File: config.mk
export PLATFORM = sky130hd
export DESIGN_NAME = dual_adc_seq
export DESIGN_NICKNAME = d
export VERILOG_FILES = /design/src/rtl/das_pkg.sv /design/src/rtl/das_trig_pick.sv /design/src/rtl/das_sched.sv /design/src/rtl/das_pack.sv /design/src/rtl/dual_adc_seq.sv
export SDC_FILE = /design/constraint.sdc
export NUM_CORES = 1
export LEC_CHECK = 0
export BUFFER_PORTS_ARGS = -buffer_cell sky130_fd_sc_hd__buf_2
export CAP_MARGIN = 10
export CORE_MARGIN = 3
export CORE_UTILIZATION = 25
export CTS_CLUSTER_SIZE = 16
export DETAILED_ROUTE_END_ITERATION = 7
export SYNTH_ARGS = -nofsm -noshare
export SYNTH_HDL_FRONTEND = slang
export SYNTH_HIERARCHICAL = 1
export SYNTH_SLANG_ARGS = --single-unit
File: constraint.sdc
create_clock -name clk -period 4.6 [get_ports clk]
set_input_delay 0 -clock clk [delete_from_list [all_inputs] [get_ports clk]]
set_output_delay 0 -clock clk [all_outputs]
set_load 0.05 [all_outputs]
File: src/rtl/das_pkg.sv
package das_pkg;

   typedef enum logic [1:0] {
      DAS_IDLE = 2'b00,
      DAS_PAR  = 2'b01,
      DAS_FAST = 2'b10,
      DAS_SLOW = 2'b11
   } das_mode_e;

   localparam int unsigned DAS_WORD_W = 32;

endpackage

File: src/rtl/das_trig_pick.sv
module das_trig_pick #(
   parameter int unsigned N_TRIG = 8,
   parameter int unsigned SEL_W  = (N_TRIG > 1) ? $clog2(N_TRIG) : 1
) (
   input  logic [N_TRIG-1:0] trig_in,
   input  logic [SEL_W-1:0]  sel,
   output logic              evt
);

   logic [N_TRIG-1:0] hit;

   if (N_TRIG < 1 || N_TRIG > (1 << SEL_W)) begin : g_bad_cfg
      $error("das_trig_pick: N_TRIG does not fit the select width");
   end

   for (genvar i = 0; i < N_TRIG; i++) begin : g_line
      assign hit[i] = trig_in[i] && (sel == SEL_W'(i));
   end

   assign evt = |hit;

endmodule

File: src/rtl/das_sched.sv
module das_sched
   import das_pkg::*;
#(
   parameter int unsigned FAST_GAP = 7,
   parameter int unsigned SLOW_GAP = 14,
   parameter int unsigned PEND_W   = 2,
   localparam int unsigned LAST_MAX = 2 * SLOW_GAP,
   localparam int unsigned TMR_W    = $clog2(LAST_MAX + 2)
) (
   input  logic      clk,
   input  logic      rst_n,
   input  logic      launch,
   input  das_mode_e mode_in,
   input  logic      cont,
   input  logic      a_done,
   input  logic      b_done,
   output logic      busy,
   output das_mode_e run_mode,
   output logic      a_start,
   output logic      b_start
);

   logic              active;
   das_mode_e         mode_q;
   logic [TMR_W-1:0]  tmr;
   logic [TMR_W-1:0]  last_slot;
   logic [TMR_W-1:0]  a_slot;
   logic [PEND_W-1:0] a_pend;
   logic [PEND_W-1:0] b_pend;
   logic              sched_over;
   logic              round_end;
   logic              a_dec;
   logic              b_dec;

   if (PEND_W < 2) begin : g_bad_pend
      $error("das_sched: PEND_W must hold two outstanding slave conversions");
   end

   always_comb begin
      unique case (mode_q)
         DAS_PAR: begin
            last_slot = '0;
            a_slot    = '0;
         end
         DAS_FAST: begin
            last_slot = TMR_W'(FAST_GAP);
            a_slot    = TMR_W'(FAST_GAP);
         end
         DAS_SLOW: begin
            last_slot = TMR_W'(LAST_MAX);
            a_slot    = TMR_W'(SLOW_GAP);
         end
         default: begin
            last_slot = '0;
            a_slot    = '0;
         end
      endcase
   end

   assign b_start = active && ((tmr == '0) ||
                    ((mode_q == DAS_SLOW) && (tmr == TMR_W'(LAST_MAX))));
   assign a_start = active && (tmr == a_slot);

   assign sched_over = active && (tmr == last_slot + TMR_W'(1));
   assign round_end  = sched_over && (a_pend == '0) && (b_pend == '0);
   assign a_dec      = a_done && (a_pend != '0);
   assign b_dec      = b_done && (b_pend != '0);

   always_ff @(posedge clk or negedge rst_n) begin
      if (!rst_n) begin
         active <= 1'b0;
         mode_q <= DAS_IDLE;
         tmr    <= '0;
      end else if (!active) begin
         if (launch) begin
            active <= 1'b1;
            mode_q <= mode_in;
            tmr    <= '0;
         end
      end else if (!sched_over) begin
         tmr <= tmr + TMR_W'(1);
      end else if (round_end) begin
         if (cont) begin
            tmr <= '0;
         end else begin
            active <= 1'b0;
         end
      end
   end

   always_ff @(posedge clk or negedge rst_n) begin
      if (!rst_n) begin
         a_pend <= '0;
         b_pend <= '0;
      end else begin
         a_pend <= a_pend + PEND_W'(a_start) - PEND_W'(a_dec);
         b_pend <= b_pend + PEND_W'(b_start) - PEND_W'(b_dec);
      end
   end

   assign busy     = active;
   assign run_mode = mode_q;

endmodule

File: src/rtl/das_pack.sv
module das_pack #(
   parameter int unsigned DW   = 12,
   parameter int unsigned HALF = 16
) (
   input  logic            clk,
   input  logic            rst_n,
   input  logic            a_done,
   input  logic [DW-1:0]   a_data,
   input  logic            b_done,
   input  logic [DW-1:0]   b_data,
   input  logic            eoc_ie,
   input  logic            dma_ack,
   input  logic            irq_clr,
   output logic [2*HALF-1:0] pack_data,
   output logic            dma_req,
   output logic            irq,
   output logic            overwrite
);

   logic [DW-1:0]   b_hold;
   logic [DW-1:0]   b_now;
   logic [HALF-1:0] a_ext;
   logic [HALF-1:0] b_ext;
   logic            new_evt;

   if (DW < 1 || DW > HALF) begin : g_bad_dw
      $error("das_pack: result width must fit one half of the packed word");
   end

   assign b_now = b_done ? b_data : b_hold;

   if (DW < HALF) begin : g_pad
      assign a_ext = {{(HALF - DW){1'b0}}, a_data};
      assign b_ext = {{(HALF - DW){1'b0}}, b_now};
   end else begin : g_full
      assign a_ext = a_data;
      assign b_ext = b_now;
   end

   assign new_evt   = a_done && eoc_ie;
   assign overwrite = new_evt && dma_req && !dma_ack;

   always_ff @(posedge clk or negedge rst_n) begin
      if (!rst_n) begin
         b_hold    <= '0;
         pack_data <= '0;
      end else begin
         if (b_done) begin
            b_hold <= b_data;
         end
         if (a_done) begin
            pack_data <= {b_ext, a_ext};
         end
      end
   end

   always_ff @(posedge clk or negedge rst_n) begin
      if (!rst_n) begin
         dma_req <= 1'b0;
         irq     <= 1'b0;
      end else begin
         if (new_evt) begin
            dma_req <= 1'b1;
         end else if (dma_ack) begin
            dma_req <= 1'b0;
         end
         if (new_evt) begin
            irq <= 1'b1;
         end else if (irq_clr) begin
            irq <= 1'b0;
         end
      end
   end

endmodule

File: src/rtl/dual_adc_seq.sv
module dual_adc_seq
   import das_pkg::*;
#(
   parameter int unsigned N_TRIG   = 8,
   parameter int unsigned DW       = 12,
   parameter int unsigned SAMP_W   = 4,
   parameter int unsigned FAST_GAP = 7,
   parameter int unsigned SLOW_GAP = 14,
   localparam int unsigned SEL_W   = (N_TRIG > 1) ? $clog2(N_TRIG) : 1,
   localparam int unsigned HALF    = DAS_WORD_W / 2
) (
   input  logic              clk,
   input  logic              rst_n,
   input  logic [N_TRIG-1:0] trig_in,
   input  logic [SEL_W-1:0]  cfg_trig_sel,
   input  logic [1:0]        cfg_mode,
   input  logic              cfg_cont,
   input  logic [SAMP_W-1:0] cfg_samp,
   input  logic              cfg_eoc_ie,
   input  logic              a_done,
   input  logic [DW-1:0]     a_data,
   input  logic              b_done,
   input  logic [DW-1:0]     b_data,
   input  logic              dma_ack,
   input  logic              irq_clr,
   input  logic              ovr_clr,
   output logic              a_start,
   output logic              b_start,
   output logic              busy,
   output logic              cfg_err,
   output logic [DAS_WORD_W-1:0] pack_data,
   output logic              dma_req,
   output logic              irq,
   output logic              ovr_flag
);

   das_mode_e mode_sel;
   das_mode_e run_mode;
   logic      trig_evt;
   logic      launch;
   logic      drop;
   logic      overwrite;

   if (FAST_GAP < 1 || SLOW_GAP <= FAST_GAP) begin : g_bad_gap
      $error("dual_adc_seq: gaps must satisfy 0 < FAST_GAP < SLOW_GAP");
   end
   if ((1 << SAMP_W) <= FAST_GAP) begin : g_bad_samp
      $error("dual_adc_seq: SAMP_W too narrow to express the fast-mode limit");
   end

   assign mode_sel = das_mode_e'(cfg_mode);

   das_trig_pick #(
      .N_TRIG (N_TRIG),
      .SEL_W  (SEL_W)
   ) u_pick (
      .trig_in (trig_in),
      .sel     (cfg_trig_sel),
      .evt     (trig_evt)
   );

   assign cfg_err = (mode_sel == DAS_FAST) && (cfg_samp >= SAMP_W'(FAST_GAP));
   assign launch  = trig_evt && !busy && (mode_sel != DAS_IDLE) && !cfg_err;
   assign drop    = trig_evt && busy;

   das_sched #(
      .FAST_GAP (FAST_GAP),
      .SLOW_GAP (SLOW_GAP),
      .PEND_W   (2)
   ) u_sched (
      .clk      (clk),
      .rst_n    (rst_n),
      .launch   (launch),
      .mode_in  (mode_sel),
      .cont     (cfg_cont),
      .a_done   (a_done),
      .b_done   (b_done),
      .busy     (busy),
      .run_mode (run_mode),
      .a_start  (a_start),
      .b_start  (b_start)
   );

   das_pack #(
      .DW   (DW),
      .HALF (HALF)
   ) u_pack (
      .clk       (clk),
      .rst_n     (rst_n),
      .a_done    (a_done),
      .a_data    (a_data),
      .b_done    (b_done),
      .b_data    (b_data),
      .eoc_ie    (cfg_eoc_ie),
      .dma_ack   (dma_ack),
      .irq_clr   (irq_clr),
      .pack_data (pack_data),
      .dma_req   (dma_req),
      .irq       (irq),
      .overwrite (overwrite)
   );

   always_ff @(posedge clk or negedge rst_n) begin
      if (!rst_n) begin
         ovr_flag <= 1'b0;
      end else if (drop || overwrite) begin
         ovr_flag <= 1'b1;
      end else if (ovr_clr) begin
         ovr_flag <= 1'b0;
      end
   end

endmodule

* Word-level counts from Yosys, hierarchy flattened *
Index checks and enable logic that the tools add are counted.

word-level totals
  register bits after elaboration = 51
  bits in latches = 0
  RAM bits = 0
  ROM bits = 0
  output and inout port bits = 39
  memories kept = 0

cells by class
  $add $sub $neg = 6
  $mul = 0
  div/mod/pow operators = 0
  order comparisons = 1
  equal/unequal tests = 15
  shift operators = 0
  muxes and demuxes = 19
  bitwise operators = 1
  reduce and logical (&&, ||, !) cells = 43

operator list
  operator                                                               count
  5-bit 2-to-1 mux                                                       5
  1-bit logical AND                                                      24
  2-bit nonzero test                                                     7
  3-bit == test, second input constant                                   4
  12-bit 2-to-1 mux                                                      1
  1-bit 2-to-1 mux                                                       11
  5-bit by 1-bit adder with 5-bit output, second input constant          2
  5-bit one-hot mux with 2 select lines                                  1
  4-bit one-hot mux with 2 select lines                                  1
  8-bit OR reduction                                                     1
  2-bit == test, second input constant                                   3
  3-bit by 2-bit == test with 1-bit output, second input constant        2
  3-bit inequality test, second input constant                           2
  5-bit by 4-bit == test with 1-bit output                               1
  5-bit == test                                                          1
  5-bit == test, second input constant                                   1
  5-bit logical NOT                                                      1
  2-bit by 1-bit adder with 2-bit output                                 2
  4-bit by 3-bit >= comparator with 1-bit output, second input constant  1
  2-bit logical NOT                                                      2
  2-bit by 1-bit subtractor with 2-bit output                            2
  3-bit by 1-bit == test with 1-bit output, second input constant        1
  1-bit logical NOT                                                      3
  3-bit logical NOT                                                      1
  4 further kinds                                                        5

* Logic depth before layout (Yosys ltp) *
Gate-level depths: netlist of the first run.

  word-level depth = 10
  mapped depth = 8
  depth with buffers taken out = 8

* By module *
Netlist of the first run, hierarchy kept.

by module, submodules not included
  module         times used  cells an instance  area each (µm²)  seq. area each (µm²)
  das_pack       1           93                 1,550.2          950.9
  das_sched      1           83                 803.3            300.3
  dual_adc_seq   1           10                 81.3             25.0
  das_trig_pick  1           3                  63.8             0.0

* Worst setup path before layout of the first run *
Ideal clock, no wire load.

  kind = register -> register
  from = register u_sched.mode_q[0], in the netlist u_sched/run_mode[0]
  to = register u_sched.a_pend[1]
  setup time = 0.080 ns
  arrival = 2.180 ns
  required time = 4.520 ns
  slack = 2.340 ns
  stages on the path, launching flop included = 9
  buffers on the path = 0
  period minus slack after synthesis = 2.260 ns
  path through = dfrtp_1 nand2b_1 ha_1 or3_1 a21oi_1 and4_1 ha_1 xnor2_1 xnor2_1

between the ends
  longest elaborated chain between the ends = 6

RTL lines
  element                                        RTL line            RTL
  from (decl)                                    das_sched.sv:24     das_mode_e mode_q;
  from (signal assigned)                         das_sched.sv:77     mode_q <= mode_in;
  2-bit == test                                  das_sched.sv:40     unique case (mode_q)
  4-bit one-hot mux with 2 select lines *        das_sched.sv:40
  5-bit by 4-bit == test with 1-bit output *     das_sched.sv:62     assign a_start = active && (tmr == a_slot);
  1-bit logical AND *                            das_sched.sv:62
  named net a_start                              dual_adc_seq.sv:27  output logic a_start,
  2-bit by 1-bit adder with 2-bit output *       das_sched.sv:96     a_pend <= a_pend + PEND_W'(a_start) - PEND_W'(a_dec);
  2-bit by 1-bit subtractor with 2-bit output *  das_sched.sv:96
  to (signal assigned)                           das_sched.sv:96
  to (decl)                                      das_sched.sv:28     logic [PEND_W-1:0] a_pend;

Mark *: on every way through the listed nets, which the timed path passes. The rest lies on a longest branch.
A chain may end at the register's enable or synchronous reset.

* Final worst setup path of the first run *
  from = register u_sched.mode_q[0], in the netlist u_sched/run_mode[0]
  to = register u_sched.active, in the netlist u_sched/busy

between the ends
  longest elaborated chain between the ends = 10

RTL lines
  element                                   RTL line         RTL
  2-bit == test                             das_sched.sv:40
  5-bit one-hot mux with 2 select lines *   das_sched.sv:40
  5-bit by 1-bit adder with 5-bit output *  das_sched.sv:64  assign sched_over = active && (tmr == last_slot + TMR_W'(1));
  5-bit == test *                           das_sched.sv:64
  1-bit logical AND *                       das_sched.sv:64
  1-bit logical AND (2 in a row)            das_sched.sv:65  assign round_end = sched_over && (a_pend == '0) && (b_pend == '0);
  1-bit 2-to-1 mux                          das_sched.sv:82  end else if (round_end) begin
  1-bit 2-to-1 mux *                        das_sched.sv:80  end else if (!sched_over) begin
  1-bit 2-to-1 mux *                        das_sched.sv:74  end else if (!active) begin
  to (signal assigned)                      das_sched.sv:71  active <= 1'b0;
  to (signal assigned)                      das_sched.sv:76  active <= 1'b1;
  to (signal assigned)                      das_sched.sv:86  active <= 1'b0;
  to (decl)                                 das_sched.sv:23  logic active;

Every way passes the cells marked *; elsewhere a longest branch is shown, timed or not.

==> impl_summary.log, run 1 <==
INFO  metric outcome = finished clean
INFO  metric core.rowCount = 35
INFO  metric maxSlewViolCount = 0
INFO  metric seqCellArea = 1280 µm²
INFO  metric finalSetupViolCount = 0
INFO  metric critical_path_required = between 4 and 5 ns
INFO  metric achievable-frequency = 469 MHz
INFO  metric dpl_cell_area = 2990 µm²
INFO  metric flow.area_growth_from_synthesis = 36.5%
INFO  metric vias_per_cell = 4.25
INFO  metric drt_wl_total = 5.31 mm
INFO  metric critical_path.startpoint_type = flop
INFO  metric start_util = 26.4%
INFO  metric placeableCoreArea = 9460 µm²
INFO  metric worst-path-buf-inv = 0
INFO  metric worstReg2RegStart = u_sched/run_mode[0]
INFO  metric worst_hold_path.endpoint = u_sched/busy
INFO  metric number_of_antenna_violations_at_the_first_check_in_global_routing = 0
INFO  metric cpLargestDelayFamily = simple AND/OR/NAND/NOR gates
INFO  metric die_height = 106 µm
INFO  metric cts_made_buffers = 5
INFO  metric number_of_synthesized_flops_with_an_enable_pin = 0
INFO  metric synth_cells = 189
INFO  metric cp_max_fo = 6
INFO  metric distinct_cell_type_count_after_synthesis = 40
INFO  metric pin_count = 89
INFO  metric numnets_final = between 300 and 400
INFO  metric routed_wire_length_per_instance = 12.3 µm
INFO  metric post-dp-hpwl = 3.68 mm
INFO  metric worstHoldStart = cfg_cont
INFO  metric synth_async_sr_flop_share = 100%
INFO  metric setup-tns-final = 0 ns
INFO  metric tightest_slew = 0.704 ns
INFO  metric power-per-cell-area = 455 nW/µm²
INFO  metric drt_iter0_drc = 96
INFO  metric clk_latency = 0.31 ns
INFO  metric r2r-end = u_sched/busy
INFO  metric ir_drop = 144 µV
INFO  metric vias = about 1.8k
INFO  metric hold_depth = 3
INFO  metric placedCellCount = 391
INFO  metric multiInputGateArea = around 1100 µm²
INFO  metric layout_cells_excl_fill = 431
INFO  metric global_route.overflow_total = 0
INFO  metric worst_r2r_path_depth = 6
INFO  metric n_fill_cell = 939
INFO  metric first_global_vias = approximately 1.9k
INFO  metric cap_violations = 0
INFO  metric cts.htree.levels = 2
INFO  metric critical_path.slowest_cell = sky130_fd_sc_hd__or4b_1
INFO  metric detail_route.first_pass.iterations = 4
INFO  metric placer_congestion_estimate = 0.771
INFO  metric grt_usage = 10.0%
INFO  metric ys_ff_latch = 51
INFO  metric ys.warnings.count = 6
INFO  metric post_cts_resize_count = 0
INFO  metric post_synth.cell_area_avg = 13.2 µm²
INFO  metric hold-worst-slack = between 0.02 and 0.03 ns
INFO  metric ff2ff_setup_slack = 2.47 ns
INFO  metric chipWidth = between 100 and 150 µm
INFO  metric cts_buffer_depth = 2
INFO  metric port_buffers = 80
INFO  metric cts_tree = built
INFO  metric worst_setup_path_end_kind = flop
INFO  metric layout-drive-gt1-share = 43.4%
INFO  metric rsz0062_at_grt = false
INFO  metric crit_path_max_incr_delay = between 0.5 and 0.6 ns
INFO  metric grt_pass1_wl = between 9 and 10 mm
INFO  metric antenna-diode-count = 0
INFO  metric timing.final.crit_share = ~46%
INFO  metric fin_skew = 0.00715 ns
INFO  metric hold_viol = 0
INFO  metric ys_seq_area_share = 51.1%
INFO  metric worst_setup_hold_path_clk_slew = around 0.1 ns
INFO  metric final_min_period = 2.13 ns
INFO  metric grt_max_degree = 52
INFO  metric max_slew_margin = 53.1%
INFO  metric detail-route-antenna-nets = 0
INFO  metric remaining_drc_errors = 0
INFO  metric synthesis.area = 2500 µm²
INFO  metric layout.cell_area.non_filler = 3410 µm²
INFO  metric critical_path.cell_chain = nand2b_1 > ha_1 > xnor2_1 > o2111ai_2 > or4b_1 > o22a_1
INFO  metric worst_hold_path_type = primary input to flop
INFO  metric dieArea = between 10000 and 15000 µm²
INFO  metric leakage_power_figure = 1.64 nW
INFO  metric yosys_most_used_dff = sky130_fd_sc_hd__dfrtp_1
INFO  metric cts.sinks = 51
INFO  metric fin_util = 36.0%
INFO  metric ctsRootBufferMaster = sky130_fd_sc_hd__clkbuf_8
INFO  metric arrival_time_at_the_worst_endpoint = 2.33 ns
INFO  metric critical_path_class = flop to flop
## per-stage QoR
| stage | power (mW) | setup WS (ns) |
|---|---|---|
| 6_report | 1.55 | 2.47 |
| 5_1_grt | 1.68 | 2.33 |
| 4_1_cts | 1.58 | 2.47 |
| 3_5_place_dp | 1.27 | 2.50 |
| 3_3_place_gp | 1.25 | 2.52 |
| 2_1_floorplan | 1.13 | 2.34 |
## registers in the layout (all words and copies together), names as in the netlist
signal,flops
ovr_flag,1
u_pack/b_hold,12
u_pack/dma_req,1
u_pack/irq,1
u_pack/pack_data,24
u_sched/a_pend,2
u_sched/b_pend,2
u_sched/busy,1
u_sched/run_mode,2
u_sched/tmr,5
## worst max path at each step
stage	start	to	cells past startpoint
4_1_cts	u_sched/run_mode[0]	a_start	6
5_1_grt	u_sched/run_mode[1]	a_start	6
3_5_place_dp	u_sched/run_mode[0]	u_sched/busy	6
2_1_floorplan	u_sched/run_mode[0]	u_sched/a_pend[1]	8
3_3_place_gp	u_sched/run_mode[0]	u_sched/busy	6
6_report	u_sched/run_mode[0]	u_sched/busy	6
## where the power goes
part	internal [mW]	switching [mW]
Clock	0.113	0.162
Sequential	0.541	0.0886
Combinational	0.264	0.381
Total	0.918	0.632
## final cells by class
cell class,instances,area share (%)
clock inverters,3,0.844
inverters,14,1.54
clock buffers,5,2.02
repair buffers,113,21.4
flip-flops and latches,51,37.4
multi-input cells,116,32.1
well taps,129,4.73
## worst reg2reg max path, cell delays in order (launching register included)
cell and delay [ns]:
sky130_fd_sc_hd__dfrtp_1 0.42, sky130_fd_sc_hd__nand2b_1 0.18, sky130_fd_sc_hd__ha_1 0.31, sky130_fd_sc_hd__xnor2_1 0.20, sky130_fd_sc_hd__o2111ai_2 0.23, sky130_fd_sc_hd__or4b_1 0.52
sky130_fd_sc_hd__o22a_1 0.17
## cell usage after synthesis (4+ instances only)
master	instances	area [µm²]
sky130_fd_sc_hd__dfrtp_1	51	1280
sky130_fd_sc_hd__mux2_4	20	300
sky130_fd_sc_hd__mux2_2	19	214
sky130_fd_sc_hd__inv_1	14	52.6
sky130_fd_sc_hd__buf_4	9	67.6
sky130_fd_sc_hd__ha_1	7	87.6
sky130_fd_sc_hd__xnor2_1	7	61.3
sky130_fd_sc_hd__nand3_1	6	30.0
sky130_fd_sc_hd__buf_2	4	20.0
sky130_fd_sc_hd__nor2_1	4	15.0
sky130_fd_sc_hd__o21ai_0	4	20.0
## placed cells by master (no fill, tap or decap), types with 3 or more instances in the layout
cell                            instances
sky130_fd_sc_hd__nor2_1                 4
sky130_fd_sc_hd__o21ai_1                3
sky130_fd_sc_hd__nand2_1                3
sky130_fd_sc_hd__nand2b_1               3
sky130_fd_sc_hd__dfrtp_1               51
sky130_fd_sc_hd__ha_1                   7
sky130_fd_sc_hd__o21ai_0                4
sky130_fd_sc_hd__o221ai_1               3
sky130_fd_sc_hd__buf_2                 80
sky130_fd_sc_hd__mux2_2                19
sky130_fd_sc_hd__clkbuf_8               5
sky130_fd_sc_hd__dlygate4sd3_1         32
sky130_fd_sc_hd__a21oi_1                3
sky130_fd_sc_hd__inv_1                 14
sky130_fd_sc_hd__conb_1                 8
sky130_fd_sc_hd__nand3_1                6
sky130_fd_sc_hd__mux2_4                20
sky130_fd_sc_hd__xnor2_1                7
## cell families (layout without fill, tap and decap cells)
kind of cell / after synthesis / in the layout / synth area share (%)
flops: 51 / 51 / 51.1
mux: 42 / 42 / 23.1
simple gates: 29 / 29 / 6.91
buf+inv: 29 / 135 / 6.21
compound gates: 23 / 23 / 6.61
fa+ha+maj: 7 / 7 / 3.51
xor+xnor: 7 / 7 / 2.45
other cells: 1 / 8 / 0.150
## metal layers
layer  vias up  track usage, %  share of wire [%]
met5         -               0                  0
met4         0            2.22               0.53
met3         2            3.34                5.9
met2        61            17.4                 53
met1       894            12.0                 40
li1        876               -                  -
## timing repair
action | 4_1_cts | 5_1_grt
setup buffers | 0 | 0
endpoints found under the hold margin | 80 | 0
hold buffers | 32 | 0
Power figures use the tool's default switching activity.
==> run 2, diff against run 1 <==
- clock period: 4.6 -> 1.85 ns (I/O delays scaled with it)
==> run 2 against run 1 <==
Compared with the run above: the run now ends with negative setup slack left; highest routed layer unchanged; largest power group unchanged; critical endpoint is now a_start; critical path depth is the same; register-to-register slack got worse by 2.5 ns; core utilization is 2.2 points higher; worst setup slack lost 2.5 ns; wire length increased by 8.6%; non-clock buffer count grew 12; clock power grew to 3.0 times the previous value; via count increased by 2.8%; critical path type is now flop to output port; hold slack got worse by 0.0087 ns; combinational power rose to 3.1 times the previous value; clock skew shrank 0.0017 ns; first-iteration DRC count is 24% lower.
==> impl_summary.log, run 2 (synthesized netlist as in run 1, its figures left out) <==
INFO  metric outcome = complete, but fails checks
INFO  metric failing_checks = negative setup slack
INFO  metric ctsRootBufferMaster = sky130_fd_sc_hd__clkbuf_8
INFO  metric cts.htree.levels = 2 (unchanged)
INFO  metric fin_skew = 0.00547 ns (-0.00168 ns)
INFO  metric core.rowCount = 35 (unchanged)
INFO  metric leakage_power_figure = 1.72 nW (+5.1%)
INFO  metric post-dp-hpwl = 4.14 mm (+13%)
INFO  metric antenna-diode-count = 0 (unchanged)
INFO  metric hold_depth = 3 (unchanged)
INFO  metric power-per-cell-area = 1210 nW/µm² (+170%)
INFO  metric worst_hold_path.endpoint = u_sched/busy
INFO  metric placedCellCount = 401 (+2.6%)
INFO  metric die_height = 106 µm (unchanged)
INFO  metric final_min_period = 1.91 ns
INFO  metric remaining_drc_errors = 0 (unchanged)
INFO  metric cts_tree = built
INFO  metric worst_setup_path_end_kind = output port
INFO  metric layout-drive-gt1-share = 50.3% (+6.9 points)
INFO  metric ff2ff_setup_slack = -0.05 ns (-2.52 ns)
INFO  metric global_route.overflow_total = 0 (unchanged)
INFO  metric achievable-frequency = 524 MHz
INFO  metric timing.final.crit_share = 103%
INFO  metric worstHoldStart = cfg_cont
INFO  metric chipWidth = 106 µm (unchanged)
INFO  metric worst_hold_path_type = primary input to flop
INFO  metric detail-route-antenna-nets = 0 (unchanged)
INFO  metric tightest_slew = 0.648 ns (-0.0557 ns)
INFO  metric largest_register = u_pack/pack_data
INFO  metric largest_register_ff_count = 24 (unchanged)
INFO  metric drt_wl_total = 5.76 mm (+8.6%)
INFO  metric critical_path_required = 1.85 ns (-2.95 ns)
INFO  metric placeableCoreArea = 9460 µm² (unchanged)
INFO  metric detailedPlace.worstSlack = -0.0469 ns (-2.55 ns)
INFO  metric layout_top_registers = u_pack/pack_data: 24 flops, u_pack/b_hold: 12 flops, u_sched/tmr: 5 flops
INFO  metric flow.area_growth_from_synthesis = 44.7%
INFO  metric layout_cells_excl_fill = 443 (+2.8%)
INFO  metric detail_route.first_pass.iterations = 4 (unchanged)
INFO  metric cts.sinks = 51 (unchanged)
INFO  metric final_cell_mix = sky130_fd_sc_hd__buf_2 (79), sky130_fd_sc_hd__dfrtp_1 (48), sky130_fd_sc_hd__dlygate4sd3_1 (32)
INFO  metric commonest_non_fill_non_tap_cell_in_the_layout = sky130_fd_sc_hd__buf_2
INFO  metric critical_path_class = flop to output port
INFO  metric maxSlewViolCount = 0 (unchanged)
INFO  metric max_slew_margin = 56.8% (+3.7 points)
INFO  metric arrival_time_at_the_worst_endpoint = 1.91 ns (-0.42 ns)
INFO  metric vias = 1884 (+2.8%)
INFO  metric grt_usage = 10.6% (+0.57 points)
INFO  metric worst_r2r_path_depth = 8 (+2)
INFO  metric start_util = 26.4% (unchanged)
INFO  metric first_global_vias = 1974 (+3.5%)
INFO  metric r2r-end = u_sched/a_pend[1]
INFO  metric ir_drop = 345 µV (+140%)
INFO  metric cts_buffer_depth = 2 (unchanged)
INFO  metric worstReg2RegStart = u_sched/run_mode[0]
INFO  metric grt_pass1_wl = 9.61 mm (+6.5%)
INFO  metric crit_path_start = u_sched/run_mode[0]
INFO  metric cts_made_buffers = 5 (unchanged)
INFO  metric dpl_cell_area = 3120 µm² (+4.4%)
INFO  metric critical_path.startpoint_type = flop
INFO  metric routed_wire_length_per_instance = 13.0 µm (+5.6%)
INFO  metric grt_max_degree = 28 (-46%)
INFO  metric hold_viol = 0 (unchanged)
INFO  metric numnets_final = 370 (+3.4%)
INFO  metric setup-tns-final = -0.144 ns (-0.144 ns)
INFO  metric pin_count = 89 (unchanged)
INFO  metric vias_per_cell = 4.25 (about the same)
INFO  metric cap_violations = 0 (unchanged)
INFO  metric clk_latency = 0.30 ns (about the same)
INFO  metric rsz0062_at_grt = true
INFO  metric layout.cell_area.non_filler = 3610 µm² (+6.0%)
INFO  metric placer_congestion_estimate = 0.845 (+9.6%)
INFO  metric number_of_antenna_violations_at_the_first_check_in_global_routing = 0 (unchanged)
INFO  metric dieArea = 11200 µm² (unchanged)
INFO  metric drt_iter0_drc = 73 (-24%)
INFO  metric power = 4.38 mW (+180%)
INFO  metric setup_ws = -0.0580 ns (-2.53 ns)
INFO  metric worst_setup_hold_path_clk_slew = 0.10 ns (about the same)
INFO  metric cp_max_fo = 5 (-1)
INFO  metric port_buffers = 80 (unchanged)
INFO  metric finalSetupViolCount = 3 (+3)
run 2: cell types whose count changed in the layout (fill, tap and decap cells not counted), moves of 2 or more:
cell                       change
sky130_fd_sc_hd__ha_4          +2
sky130_fd_sc_hd__xnor2_2       +2
sky130_fd_sc_hd__buf_4        +12
sky130_fd_sc_hd__ha_1          -2
sky130_fd_sc_hd__dfrtp_1       -3
sky130_fd_sc_hd__clkinv_4      -2
sky130_fd_sc_hd__dfrtp_2       +3
sky130_fd_sc_hd__xnor2_1       -2
run 2: layer usage:
layer | wire length (µm) | part of all wire (%) | up-vias | track usage (%)
met2 | 2930 | 51 | 46 | 18.5
met3 | 300 | 5.2 | 5 | 2.79
met1 | 2500 | 43 | 932 | 13.1
met5 | 0 | 0 | - | 0
li1 | - | - | 901 | -
met4 | 39 | 0.68 | 0 | 2.22
run 2: worst max path at each step:
stage	endpoint	slack [ns]	cells past startpoint
after floorplan	u_sched/a_pend[1]	-0.09	8
after global placement	u_sched/busy	-0.004	6
after detailed placement	u_sched/run_mode[1]	-0.05	7
after CTS	a_start	-0.10	6
after global routing	a_start	-0.17	6
final	a_start	-0.06	6
run 2: power by group:
| group | internal (mW) | leakage [nW] | switching, mW | total, mW |
|---|---|---|---|---|
| logic | 0.915 | 1.06 | 1.07 | 1.99 |
| clock network | 0.445 | 0.0618 | 0.375 | 0.821 |
| registers | 1.35 | 0.596 | 0.221 | 1.57 |
run 2: timing repair:
action,CTS,global route
gates resized for setup,5,5
setup endpoints to repair,3,9
pin swaps,1,2
buffers inserted,1,1
endpoints found under the hold margin,54,0
hold buffers,32,0
run 2: stage by stage:
stage / hold slack (ns) / utilization, %
floorplan: -0.296 / -
global placement: 0.0539 / 33.0
detailed placement: 0.0747 / 33.0
CTS: 0.00589 / 37.9
global route: 0.00402 / 38.2
finish: 0.0178 / 38.2
run 2: area by class of cell:
| class | count | area (µm²) |
|---|---|---|
| multi-input cells | 116 | 1170 |
| well taps | 129 | 161 |
| repair buffers | 125 | 833 |
| clock buffers | 6 | 82.6 |
| flip-flops and latches | 51 | 1280 |
| fillers | 932 | 5840 |
| inverters | 14 | 52.6 |
| clock inverters | 2 | 38.8 |
run 2: worst max-delay path: stages, from the launching register on:
cell and delay, ns:
sky130_fd_sc_hd__dfrtp_2 0.45, sky130_fd_sc_hd__nand2b_4 0.16, sky130_fd_sc_hd__ha_4 0.16, sky130_fd_sc_hd__or3_4 0.32, sky130_fd_sc_hd__a21oi_2 0.12, sky130_fd_sc_hd__and4_4 0.25, sky130_fd_sc_hd__buf_12 0.14
